==> config.mk <==
export PLATFORM = sky130hd
export DESIGN_NAME = wavegen_timer8
export DESIGN_NICKNAME = d
export VERILOG_FILES = /design/src/rtl/wavegen_timer8.sv
export SDC_FILE = /design/constraint.sdc
export NUM_CORES = 1
export LEC_CHECK = 0
export BUFFER_PORTS_ARGS = -buffer_cell sky130_fd_sc_hd__buf_2
export CAP_MARGIN = 20
export CORE_MARGIN = 4
export CORE_UTILIZATION = 59
export CTS_CLUSTER_SIZE = 10
export DETAILED_ROUTE_END_ITERATION = 12
export GPL_TIMING_DRIVEN = 0
export HOLD_SLACK_MARGIN = 0.06
export PLACE_DENSITY = 0.84
export SYNTH_ARGS = -nofsm -noshare
export SYNTH_HDL_FRONTEND = slang
export SYNTH_SLANG_ARGS = --single-unit
==> constraint.sdc <==
create_clock -name clk -period 3.9 [get_ports clk]
set_clock_uncertainty 0.2 [all_clocks]
set_input_delay 0.195 -clock clk [delete_from_list [all_inputs] [get_ports clk]]
set_output_delay 0.195 -clock clk [all_outputs]
set_load 0.01 [all_outputs]
==> src/rtl/wavegen_timer8.sv <==
module wavegen_timer8 #(
  parameter int WIDTH = 8
) (
  input  logic             clk,
  input  logic             rst_n,
  input  logic             tick,
  input  logic             ctl_wr,
  input  logic [1:0]       ctl_mode,
  input  logic [1:0]       ctl_act,
  input  logic             ctl_force,
  input  logic             cmp_wr,
  input  logic [WIDTH-1:0] cmp_wdata,
  input  logic             cnt_wr,
  input  logic [WIDTH-1:0] cnt_wdata,
  input  logic             flag_clr_wr,
  input  logic [1:0]       flag_clr,
  input  logic             dir_en,
  output logic [WIDTH-1:0] count,
  output logic             wave_out,
  output logic             wave_oe,
  output logic             match_flag,
  output logic             ovf_flag
);
  localparam logic [WIDTH-1:0] MAXV = '1;
  localparam logic [WIDTH-1:0] ZERO = '0;

  typedef enum logic [1:0] {M_NORM = 2'b00, M_PC = 2'b01, M_CTC = 2'b10, M_FAST = 2'b11} mode_t;

  mode_t            mode;
  logic [1:0]       act;
  logic [WIDTH-1:0] cmp_buf, cmp_act;
  logic             up, blk, pin;

  wire pwm     = (mode == M_PC) || (mode == M_FAST);
  wire at_max  = (count == MAXV);
  wire at_zero = (count == ZERO);
  wire hit     = tick && !blk && !cnt_wr && (count == cmp_act);
  wire wrap_b  = tick && !cnt_wr && (mode == M_FAST) && at_max;
  wire reload  = tick && at_max && ((mode == M_FAST) || (mode == M_PC && up));
  wire ovf_evt = tick && !cnt_wr && ((mode == M_PC) ? (!up && at_zero) : at_max);
  wire frc     = ctl_wr && ctl_force && !ctl_mode[0];

  function automatic logic apply(input logic [1:0] a, input logic p);
    case (a)
      2'b01:   apply = ~p;
      2'b10:   apply = 1'b0;
      2'b11:   apply = 1'b1;
      default: apply = p;
    endcase
  endfunction

  always_ff @(posedge clk) begin
    if (!rst_n) begin
      mode <= M_NORM;  act <= 2'b00;
      cmp_buf <= ZERO; cmp_act <= ZERO;
      count <= ZERO;   up <= 1'b1; blk <= 1'b0; pin <= 1'b0;
      match_flag <= 1'b0; ovf_flag <= 1'b0;
    end else begin
      if (ctl_wr) begin
        mode <= mode_t'(ctl_mode);
        act  <= ctl_act;
      end

      if (cmp_wr) cmp_buf <= cmp_wdata;
      if (!pwm && cmp_wr)  cmp_act <= cmp_wdata;
      else if (!pwm)       cmp_act <= cmp_buf;
      else if (reload)     cmp_act <= cmp_buf;

      if (cnt_wr) begin
        count <= cnt_wdata;
        blk   <= 1'b1;
      end else if (tick) begin
        blk <= 1'b0;
        case (mode)
          M_PC: begin
            if (up) count <= at_max  ? count - 1'b1 : count + 1'b1;
            else    count <= at_zero ? count + 1'b1 : count - 1'b1;
            if (up && at_max)        up <= 1'b0;
            else if (!up && at_zero) up <= 1'b1;
          end
          M_CTC:   count <= (count == cmp_act) ? ZERO : count + 1'b1;
          default: count <= count + 1'b1;
        endcase
      end
      if (mode != M_PC && !(ctl_wr && ctl_mode == M_PC)) up <= 1'b1;

      if (frc) pin <= apply(ctl_act, pin);
      else if (mode == M_FAST) begin
        if (wrap_b)   pin <= (act == 2'b10);
        else if (hit) pin <= (act == 2'b11);
      end else if (mode == M_PC) begin
        if (hit) pin <= up ? (act == 2'b11) : (act == 2'b10);
      end else if (hit) pin <= apply(act, pin);

      match_flag <= (match_flag && !(flag_clr_wr && flag_clr[0])) || hit;
      ovf_flag   <= (ovf_flag   && !(flag_clr_wr && flag_clr[1])) || ovf_evt;
    end
  end

  assign wave_oe  = dir_en && (act != 2'b00) && !(pwm && act == 2'b01);
  assign wave_out = wave_oe && pin;

  assert_wrap_step_R2: assert property (@(posedge clk) disable iff (!rst_n)
    ((mode == M_NORM || mode == M_FAST) && tick && !cnt_wr && !ctl_wr)
      |=> ((count - $past(count)) == WIDTH'(1)));

  assert_pc_step_R2: assert property (@(posedge clk) disable iff (!rst_n)
    (mode == M_PC && tick && !cnt_wr && !ctl_wr)
      |=> (((count - $past(count)) == WIDTH'(1)) || (($past(count) - count) == WIDTH'(1))));

  assert_ctc_clear_R2: assert property (@(posedge clk) disable iff (!rst_n)
    (mode == M_CTC && tick && !cnt_wr && !ctl_wr && count == cmp_act) |=> (count == ZERO));

  assert_hold_count_R11: assert property (@(posedge clk) disable iff (!rst_n)
    (!tick && !cnt_wr) |=> $stable(count));

  assert_match_needs_tick_R3: assert property (@(posedge clk) disable iff (!rst_n)
    $rose(match_flag) |-> $past(tick));

  assert_reserved_off_R9: assert property (@(posedge clk) disable iff (!rst_n)
    (pwm && act == 2'b01) |-> !wave_oe);

  assert_out_gated_R9: assert property (@(posedge clk) disable iff (!rst_n)
    !wave_oe |-> !wave_out);
endmodule

==> impl_metrics.csv, run 1 <==
group,metric,value,unit
min_path,holdCritPathClass,"input port to flop",
yosys,cell_types_with_the_largest_area_share_after_synthesis,"sky130_fd_sc_hd__dfxtp_1 (30%), sky130_fd_sc_hd__mux2i_1 (9.6%), sky130_fd_sc_hd__xor2_1 (4.4%), sky130_fd_sc_hd__nor2b_1 (4.3%), sky130_fd_sc_hd__o211a_1 (4.1%)",
yosys,synth_enable_flop_cells,0,
yosys,async_flop_share,0,%
drt,antenna_violating_nets_post_route,0,
timing,final_max_slew_viol_count,0,
power_and_ir_drop,vdd_ir_drop_max,0.237,mV
clock_tree,cts.sinks,33,
yosys,synth_largest_area_cell,"sky130_fd_sc_hd__dfxtp_1",
critical_path,critical_path.reg2reg.startpoint,"count[0]$_SDFFE_PN0P_",
floorplan,std_cell_rows,21,
drt,detail_route.wirelength,5.72,mm
timing,final_setup_violation_count,0,
finish,num_antenna_cells,0,
floorplan,floorplan.initialDensity,63.3,%
drt,wire_per_inst,15.3,µm
min_path,min_to,"count[5]$_SDFFE_PN0P_",
timing,final.min_clock_period,2.45,ns
finish,fillers,246,
finish,layout.nets,365,
floorplan,io_pins,43,
finish,layout_common_cells,"sky130_fd_sc_hd__buf_2 (44), sky130_fd_sc_hd__dfxtp_1 (33), sky130_fd_sc_hd__dlygate4sd3_1 (23)",
placement,dpl.hpwl,3.86,mm
placement,gpl.final_weighted_congestion,0.871,
critical_path,worstPathBufferInverterCount,0,
floorplan,die_span_in_x,69.0,µm
flow_run,max_cap_violations,0,
critical_path,reg2regPathDepth,7,
placement,dpl.cell_count,343,
yosys,synthesis.nets,295,
clock_tree,clock_tree.root_cell,"sky130_fd_sc_hd__clkbuf_8",
critical_path,timing.critical_path.arrival,2.43,ns
drt,via_count,2132,
floorplan,core_area,0.00347,mm²
global_routing,groute.usage.overall,26.6,%
power_and_ir_drop,pleak,1.32,nW
finish,final-instance-count-excl-fill,374,
finish,final_common_cell,"sky130_fd_sc_hd__buf_2",
floorplan,die-area,0.00476,mm²
timing,rsz0062_at_grt,"false",
power_and_ir_drop,power_density,313,mW/mm²
yosys,area_share_of_the_largest_cell_type_after_synthesis,30.1,%
global_routing,grt_start_max_net_pins,12,
yosys,flops_latches_synth,33,
timing,worst_pin_slew,0.519,ns
timing,fmaxAchievable,408,MHz
clock_tree,cts_buffer_depth,2,
critical_path,critPathSlowestCell,"sky130_fd_sc_hd__dfxtp_1",
clock_tree,cts_tree,"done",
timing,holdWs,0.0725,ns
global_routing,global_route.overflow_total,0,
global_routing,antenna_found_initial,0,
yosys,netlist-cell-type-count,47,
critical_path,cp_cell_sequence,"ha_1 > nand3_1 > o21ai_4 > nand2_2 > a221o_1 > a221oi_2 > nor3_1",
timing,max_slew_margin,65.4,%
min_path,min_from,"cnt_wdata[5]",
status,run_status,"finished clean",
yosys,mappedNetlistArea,0.00219,mm²
clock_tree,cts_setup_buffers,0,
power_and_ir_drop,finalPower,0.000866,W
drt,dr.first_iter.drc_count,172,
finish,layout-drive-gt1-share,21.3,%
min_path,holdPathStages,3,
timing,final_hold_violation_count,0,
yosys,syn-instance-count,257,
critical_path,critPathLaunchType,"flop",
global_routing,global_route_wire_length_before_repair,9.38,mm
yosys,synth_sequential_area_ratio,30.1,%
yosys,average_footprint_of_a_synthesized_cell,8.54,µm²
drt,detail_route.drc_violations,0,
yosys,synth-warning-count,0,
clock_tree,cts_buffers,5,
critical_path,rrSetupSlack,1.45,ns
drt,detailedRoute.firstPassIterationCount,4,
global_routing,grt_pass1_vias,1995,
critical_path,path_delay_family,"compound AO/OA/AOI/OAI gates",
critical_path,timing.setup.critical_path_class,"flop to flop",
placement,io_buffers,40,
drt,viasPerCell,5.70,
critical_path,critical_path.max_fanout,8,
clock_tree,cts_max_level,2,
timing,tns,0,ns
yosys,postSynth.topFlopCell,"sky130_fd_sc_hd__dfxtp_1",
timing,final_min_period_over_clock_period,62.8,%
critical_path,worstPathRequired,3.89,ns
critical_path,crit_path_max_incr_delay,0.50,ns
critical_path,endpoint_kind,"flop",
floorplan,die_h,69.0,µm
clock_tree,clkTransAtPathRegs,0.07,ns
critical_path,critical_path.reg2reg.endpoint,"count[3]$_SDFFE_PN0P_",
clock_tree,clock_latency,0.30,ns
finish,area.growth.synth_to_final,26.2,%
==> timing repair <==
item	CTS	global route
endpoints found under the hold margin	20	0
hold buffers	23	0
resized for setup	0	0
==> kinds of logic (layout without fill, tap and decap cells) <==
kind of cell             after synthesis  count (layout)  synth area share [%]
AO/OA/AOI/OAI                         55              55                  18.0
XOR/XNOR                              20              20                  7.98
adder cells (fa/ha/maj)                7               7                  3.99
buffers and inverters                 25              96                  6.21
flip-flops                            33              33                  30.1
multiplexers                          23              23                  10.6
AND/OR/NAND/NOR                       94              94                  23.1
==> power by group <==
part           internal [W]  switching, W
logic              0.000112      0.000116
clock network      0.000123      0.000136
registers          0.000360     0.0000188
total              0.000595      0.000271
==> sequential cells by signal (all words and copies together) (netlist names), 2 cells and up <==
name / cells
act: 2
mode: 2
cmp_buf: 8
count: 8
cmp_act: 8
==> cell usage after synthesis, types with 2 or more instances <==
library cell               instances
sky130_fd_sc_hd__clkbuf_1          6
sky130_fd_sc_hd__o31ai_1           2
sky130_fd_sc_hd__o21ai_0          18
sky130_fd_sc_hd__inv_1             8
sky130_fd_sc_hd__dfxtp_1          33
sky130_fd_sc_hd__buf_6             3
sky130_fd_sc_hd__nor2_1           16
sky130_fd_sc_hd__ha_1              7
sky130_fd_sc_hd__or2_2             2
sky130_fd_sc_hd__buf_2             4
sky130_fd_sc_hd__a21oi_1          10
sky130_fd_sc_hd__xor2_1           11
sky130_fd_sc_hd__nor2b_1          15
sky130_fd_sc_hd__nand4_1           2
sky130_fd_sc_hd__o22ai_1           2
sky130_fd_sc_hd__nand3_1           7
sky130_fd_sc_hd__nor3_1           15
sky130_fd_sc_hd__and3_1            5
sky130_fd_sc_hd__mux2i_1          21
sky130_fd_sc_hd__mux2_2            2
sky130_fd_sc_hd__xnor2_1           9
sky130_fd_sc_hd__nor4_1            2
sky130_fd_sc_hd__buf_4             4
sky130_fd_sc_hd__nand2_1          18
sky130_fd_sc_hd__o211a_1           9
sky130_fd_sc_hd__and2_1            3
sky130_fd_sc_hd__nand2b_1          3
==> per-stage QoR <==
| stage | cell area (µm²) | setup WS, ns | utilization [%] |
|---|---|---|---|
| after global placement | 2450 | 1.53 | 70.7 |
| after CTS | 2770 | 1.49 | 79.8 |
| after floorplan | 2190 | 1.73 | - |
| after global routing | 2770 | 1.33 | 79.8 |
| final | 2770 | 1.45 | 79.8 |
| after detailed placement | 2450 | 1.49 | 70.7 |
==> worst max-delay path by stage <==
stage,start,to,slack [ns],cells after the start
finish,count[0]$_SDFFE_PN0P_,count[3]$_SDFFE_PN0P_,1.45,7
global route,count[0]$_SDFFE_PN0P_,count[3]$_SDFFE_PN0P_,1.33,7
CTS,count[0]$_SDFFE_PN0P_,count[3]$_SDFFE_PN0P_,1.49,7
detailed placement,count[0]$_SDFFE_PN0P_,count[3]$_SDFFE_PN0P_,1.49,7
global placement,count[0]$_SDFFE_PN0P_,count[3]$_SDFFE_PN0P_,1.53,7
floorplan,count[0]$_SDFFE_PN0P_,count[3]$_SDFFE_PN0P_,1.73,7
==> tightest hold or removal path, delay by kind of cell <==
kind	cells	cell delay, ns
buffers and inverters	1	0.08
AO/OA/AOI/OAI	1	0.07
AND/OR/NAND/NOR	1	0.17
==> final cells by class <==
class / instances / area [µm²] / area share (%)
inverter: 8 / 30.0 / 1.08
sequential: 33 / 661 / 23.9
buffer: 17 / 106 / 3.84
clock buffer: 5 / 68.8 / 2.49
timing repair buffer: 63 / 430 / 15.5
clock inverter: 3 / 17.5 / 0.633
tap: 46 / 57.6 / 2.08
multi-input combinational: 199 / 1400 / 50.5
==> layer usage <==
metal	track usage, %	up-vias	wire length, µm
met5	0	-	0
met3	7.62	14	395
li1	-	1049	-
met2	46.1	74	2800
met4	8.76	0	100
met1	31.3	995	2430
No activity file was read; power rests on OpenSTA's default activity.
==> inputs of run 2 (changes only) <==
- CORE_UTILIZATION: 59 -> 55
- PLACE_DENSITY: 0.84 -> 0.79
- clock period: 3.9 -> 2.35 ns (I/O delays scaled with it)
==> run 2 against run 1 <==
First-iteration DRC count fell by 13%; critical path type unchanged; count of clock-buffer cells in the layout unchanged; global-route usage fell by 3.9 points; power up 66%.
==> impl_metrics.csv, run 2 (synthesized netlist as in run 1, its figures left out) <==
group,metric,value,unit
timing,final_setup_violation_count,0,
clock_tree,cts_buffer_depth,2,
drt,wire_per_inst,14.7,µm
finish,final_common_cell,"sky130_fd_sc_hd__buf_2",
finish,layout-drive-gt1-share,22.3,%
critical_path,timing.critical_path.arrival,2.21,ns
clock_tree,cts_tree,"done",
clock_tree,cts_buffers,5,
placement,io_buffers,40,
power_and_ir_drop,power_density,508,mW/mm²
power_and_ir_drop,finalPower,0.00144,W
timing,final_hold_violation_count,0,
floorplan,floorplan.initialDensity,58.2,%
finish,final_util,74.9,%
critical_path,critPathLaunchType,"flop",
floorplan,std_cell_rows,22,
min_path,holdCritPathClass,"input port to flop",
clock_tree,clkTransAtPathRegs,0.07,ns
placement,dpl.hpwl,3.95,mm
floorplan,die-area,0.00506,mm²
finish,postLayoutCellArea,0.00282,mm²
global_routing,antenna_found_initial,0,
timing,max_slew_margin,63.8,%
floorplan,io_pins,43,
floorplan,core_area,0.00377,mm²
finish,reg_top3,"cmp_act x8, cmp_buf x8, count x8",
status,run_status,"finished clean",
min_path,min_from,"ctl_wr",
min_path,holdPathStages,3,
power_and_ir_drop,internal-power,0.000993,W
floorplan,die_span_in_x,71.2,µm
timing,final.min_clock_period,2.24,ns
power_and_ir_drop,p_sw,0.000442,W
finish,layout_common_cells,"sky130_fd_sc_hd__buf_2 (43), sky130_fd_sc_hd__dfxtp_1 (31), sky130_fd_sc_hd__dlygate4sd3_1 (27)",
min_path,min_to,"act[1]$_SDFFE_PN0P_",
global_routing,grt_start_max_net_pins,12,
critical_path,critical_path.max_fanout,7,
global_routing,global_route.overflow_total,0,
drt,detail_route.wirelength,5.57,mm
clock_tree,cts.sinks,33,
critical_path,critical_path.reg2reg.endpoint,"count[1]$_SDFFE_PN0P_",
drt,detail_route.drc_violations,0,
finish,num_antenna_cells,0,
power_and_ir_drop,share_of_total_power_consumed_by_net_switching,30.8,%
placement,gpl.final_weighted_congestion,0.842,
critical_path,endpoint_kind,"flop",
power_and_ir_drop,vdd_ir_drop_max,0.381,mV
finish,area.growth.synth_to_final,28.7,%
placement,dpl-instance-area,0.00245,mm²
timing,final_max_slew_viol_count,0,
power_and_ir_drop,power.share.sequential,43.9,%
global_routing,grt_pass1_vias,2054,
floorplan,die_h,71.2,µm
timing,fmaxAchievable,446,MHz
critical_path,worstPathRequired,2.31,ns
power_and_ir_drop,share_comb_of_total_power,26.8,%
timing,final_min_period_over_clock_period,95.4,%
power_and_ir_drop,pleak,1.33,nW
finish,layout.nets,369,
drt,via_count,2138,
critical_path,critical_path.reg2reg.startpoint,"count[1]$_SDFFE_PN0P_",
clock_tree,clock_latency,0.29,ns
power_and_ir_drop,power_frac_clock,29.3,%
timing,worst_pin_slew,0.538,ns
critical_path,timing.setup.critical_path_class,"flop to flop",
clock_tree,cts_max_level,2,
critical_path,reg2regPathDepth,9,
drt,antenna_violating_nets_post_route,0,
timing,tns,0,ns
drt,viasPerCell,5.63,
drt,dr.first_iter.drc_count,149,
drt,detailedRoute.firstPassIterationCount,4,
critical_path,rrSetupSlack,0.11,ns
global_routing,global_route_wire_length_before_repair,9.36,mm
clock_tree,clock_tree.root_cell,"sky130_fd_sc_hd__clkbuf_8",
flow_run,max_cap_violations,0,
global_routing,groute.usage.overall,22.7,%
run 2: cell type report:
class / instances / area, µm²
flip-flops and latches: 33 / 663
well taps: 48 / 60.1
plain buffers: 17 / 109
clock inverters: 3 / 17.5
multi-input cells: 199 / 1410
repair buffers: 67 / 470
fillers: 295 / 947
clock buffers: 5 / 68.8
inverters: 8 / 30.0
run 2: critical path, stage by stage (launching register included):
cell and delay, ns:
sky130_fd_sc_hd__dfxtp_2 0.34, sky130_fd_sc_hd__buf_4 0.16, sky130_fd_sc_hd__inv_1 0.08, sky130_fd_sc_hd__ha_1 0.14, sky130_fd_sc_hd__nor4b_2 0.31, sky130_fd_sc_hd__nand2_1 0.14
sky130_fd_sc_hd__nand2_2 0.12, sky130_fd_sc_hd__mux2_2 0.33, sky130_fd_sc_hd__a22oi_1 0.17, sky130_fd_sc_hd__o21ai_0 0.13
run 2: how the worst max path moves through the flow:
stage,startpoint,to,cells past startpoint
after floorplan,count[0]$_SDFFE_PN0P_,count[3]$_SDFFE_PN0P_,7
after global placement,count[0]$_SDFFE_PN0P_,count[3]$_SDFFE_PN0P_,7
after detailed placement,count[0]$_SDFFE_PN0P_,count[3]$_SDFFE_PN0P_,7
after CTS,count[0]$_SDFFE_PN0P_,count[3]$_SDFFE_PN0P_,7
after global routing,count[1]$_SDFFE_PN0P_,count[1]$_SDFFE_PN0P_,9
final,count[1]$_SDFFE_PN0P_,count[1]$_SDFFE_PN0P_,9
run 2: layer usage:
layer | vias up | global-route usage, % | share of wire [%]
met5 | - | 0 | 0
met4 | 0 | 5.22 | 1.5
met3 | 10 | 5.40 | 6.8
met2 | 75 | 38.3 | 48
met1 | 998 | 29.3 | 44
li1 | 1055 | - | -
run 2: power groups by stage:
stage                     logic, W  clock network (W)  registers, W
final                     0.000385           0.000421      0.000630
after global routing      0.000425           0.000453      0.000635
after CTS                 0.000378           0.000428      0.000629
after detailed placement  0.000342                  0      0.000641
after global placement    0.000333                  0      0.000639
after floorplan           0.000246                  0      0.000639
run 2: per-stage QoR:
stage               hold WS (ns)  setup slack (ns)  cells
finish                    0.0697             0.108    380
global route               0.106           -0.0256    380
CTS                       0.0703            0.0378    380
detailed placement         0.165           -0.0743    345
global placement           0.153           -0.0607    345
floorplan                 0.0651             0.182    257
run 2: timing repair:
item                       4_1_cts  5_1_grt
pin swaps                        0        1
hold buffers                    27        0
hold endpoints to repair        31        0
setup endpoints to repair        3        7
gates resized for setup          1        5
buffers inserted                 0        0
==> inputs of run 3 (changes only) <==
--- a/config.mk
+++ b/config.mk
@@ -9,3 +9,2 @@
 export CAP_MARGIN = 20
-export CORE_MARGIN = 4
 export CORE_UTILIZATION = 55
--- a/constraint.sdc
+++ b/constraint.sdc
@@ -4,2 +4,2 @@
 set_output_delay 0.1175 -clock clk [all_outputs]
-set_load 0.01 [all_outputs]
+set_load 0.1 [all_outputs]
==> run 3 against run 2 <==
Critical path depth is 2 lower; sequential cell count stayed put; first-iteration DRC count increased by 37%; sequential power about the same; die area shrank 16%; final area shrank 0.18%; setup slack got worse by 0.034 ns; power is 5.6% higher; register-to-register slack worse by 0.03 ns; hold slack better by 0.0056 ns; largest cell class unchanged.
==> impl_metrics.csv, run 3 (synthesized netlist as in run 1, its figures left out) <==
group,metric,value,unit
clock_tree,cts_max_level,2,
min_path,min_from,"ctl_wr",
clock_tree,cts.sinks,33,
clock_tree,cts_tree,"done",
critical_path,path_delay_family,"compound AO/OA/AOI/OAI gates",
finish,num_antenna_cells,0,
min_path,holdCritPathClass,"input port to flop",
floorplan,core_area,0.00374,mm²
critical_path,worstPathBufferInverterCount,0,
critical_path,critical_path.max_fanout,8,
finish,layout.nets,367,
clock_tree,cts_buffer_depth,2,
min_path,min_to,"act[1]$_SDFFE_PN0P_",
clock_tree,cts_setup_buffers,0,
critical_path,rrSetupSlack,0.07,ns
critical_path,critPathLaunchType,"flop",
global_routing,global_route_wire_length_before_repair,9.00,mm
timing,final_max_slew_viol_count,0,
drt,antenna_violating_nets_post_route,0,
status,run_status,"finished clean",
placement,dpl.hpwl,3.71,mm
global_routing,grt_pass1_vias,2045,
finish,layout-drive-gt1-share,24.5,%
finish,multi_input_area,0.00141,mm²
timing,final_setup_violation_count,0,
timing,max_slew_margin,65.5,%
placement,gpl.final_weighted_congestion,0.879,
critical_path,timing.critical_path.arrival,2.25,ns
timing,rsz0062_at_grt,"false",
critical_path,critical_path.reg2reg.endpoint,"count[3]$_SDFFE_PN0P_",
floorplan,die_h,65.2,µm
critical_path,endpoint_kind,"flop",
finish,regArea,676,µm²
min_path,holdPathStages,3,
finish,area.growth.synth_to_final,28.4,%
finish,final-instance-count-excl-fill,378,
clock_tree,clock_latency,0.28,ns
drt,dr.first_iter.drc_count,204,
clock_tree,clkTransAtPathRegs,0.07,ns
finish,fillers,286,
global_routing,global_route.overflow_total,0,
global_routing,groute.usage.overall,27.2,%
drt,via_count,2118,
timing,holdWs,0.0753,ns
finish,layout_common_cells,"sky130_fd_sc_hd__buf_2 (44), sky130_fd_sc_hd__dfxtp_1 (25), sky130_fd_sc_hd__dlygate4sd3_1 (25)",
finish,final_common_cell,"sky130_fd_sc_hd__buf_2",
floorplan,die_span_in_x,65.2,µm
floorplan,floorplan.initialDensity,58.6,%
global_routing,grt_start_max_net_pins,12,
power_and_ir_drop,vdd_ir_drop_max,0.434,mV
critical_path,timing.setup.critical_path_class,"flop to flop",
floorplan,std_cell_rows,22,
critical_path,worstPathRequired,2.32,ns
critical_path,critical_path.reg2reg.startpoint,"count[0]$_SDFFE_PN0P_",
finish,reg_top3,"cmp_act x8, cmp_buf x8, count x8",
drt,detail_route.wirelength,5.41,mm
power_and_ir_drop,power_density,538,mW/mm²
timing,final.min_clock_period,2.28,ns
timing,fmaxAchievable,439,MHz
drt,wire_per_inst,14.3,µm
timing,final_min_period_over_clock_period,96.9,%
critical_path,reg2regPathDepth,7,
floorplan,io_pins,43,
finish,postLayoutCellArea,0.00282,mm²
drt,detailedRoute.firstPassIterationCount,6,
critical_path,cp_cell_sequence,"ha_1 > nand3_2 > o21ai_4 > nand2_2 > a221o_1 > a221oi_2 > nor3_1",
timing,tns,0,ns
timing,worst_pin_slew,0.516,ns
drt,viasPerCell,5.60,
critical_path,crit_path_max_incr_delay,0.46,ns
placement,dpl.cell_count,345,
power_and_ir_drop,pleak,1.34,nW
clock_tree,cts_buffers,5,
placement,io_buffers,40,
clock_tree,clock_tree.root_cell,"sky130_fd_sc_hd__clkbuf_8",
flow_run,max_cap_violations,0,
global_routing,antenna_found_initial,0,
critical_path,critPathSlowestCell,"sky130_fd_sc_hd__a221o_1",
drt,detail_route.drc_violations,0,
floorplan,die-area,0.00425,mm²
timing,final_hold_violation_count,0,
placement,dpl-instance-area,0.00248,mm²
[run 3: cell types whose count changed in the layout (fill, tap and decap cells not counted), sizes merged]
cell / change
inv: +1
clkinvlp: -1
dlygate4sd3: -2
[run 3: power breakdown]
group / total [W] / internal, W / switching, W
registers: 0.000629 / 0.000599 / 0.0000305
logic: 0.000466 / 0.000189 / 0.000276
clock network: 0.000421 / 0.000205 / 0.000215
total: 0.00152 / 0.000993 / 0.000522
[run 3: per-layer routing]
layer | part of all wire, % | GRT usage [%]
met5 | 0 | 0
met4 | 1.8 | 10.6
met3 | 5.7 | 5.56
met2 | 49 | 47.3
met1 | 43 | 32.4
[run 3: per-stage QoR]
step	power (W)	setup WS [ns]	utilization [%]
floorplan	0.000971	0.0264	-
global placement	0.00106	0.113	66.2
detailed placement	0.00107	0.0913	66.2
CTS	0.00151	0.0771	75.2
global route	0.00159	0.00429	75.3
finish	0.00152	0.0740	75.3
[run 3: final cells by class]
class	count	share of cell area (%)
Multi-Input combinational cell	199	50.1
Tap cell	48	2.13
Timing Repair Buffer	65	16.0
Buffer	17	3.77
Clock buffer	5	2.44
Clock inverter	3	0.577
Inverter	8	1.07
Sequential cell	33	24.0
[run 3: worst max-delay path by stage]
stage                     slack [ns]  depth (start not counted)                     to             startpoint
after global routing           0.004                          6               wave_out   mode[1]$_SDFFE_PN0P_
after floorplan                 0.03                          7  count[3]$_SDFFE_PN0P_  count[6]$_SDFFE_PN0P_
final                           0.07                          7  count[3]$_SDFFE_PN0P_  count[0]$_SDFFE_PN0P_
after CTS                       0.08                          7  count[3]$_SDFFE_PN0P_  count[0]$_SDFFE_PN0P_
after detailed placement        0.09                          7  count[3]$_SDFFE_PN0P_  count[0]$_SDFFE_PN0P_
after global placement          0.11                          7  count[3]$_SDFFE_PN0P_  count[0]$_SDFFE_PN0P_
[run 3: worst min-delay path, delay by kind of cell]
kind,cells,cell delay [ns]
AND/OR/NAND/NOR,1,0.06
buffers and inverters,1,0.16
multiplexers,1,0.18
[run 3: what timing repair did]
item,CTS,global route
endpoints found under the setup margin,0,1
hold buffers,25,0
gates resized for setup,0,1
hold endpoints to repair,31,0
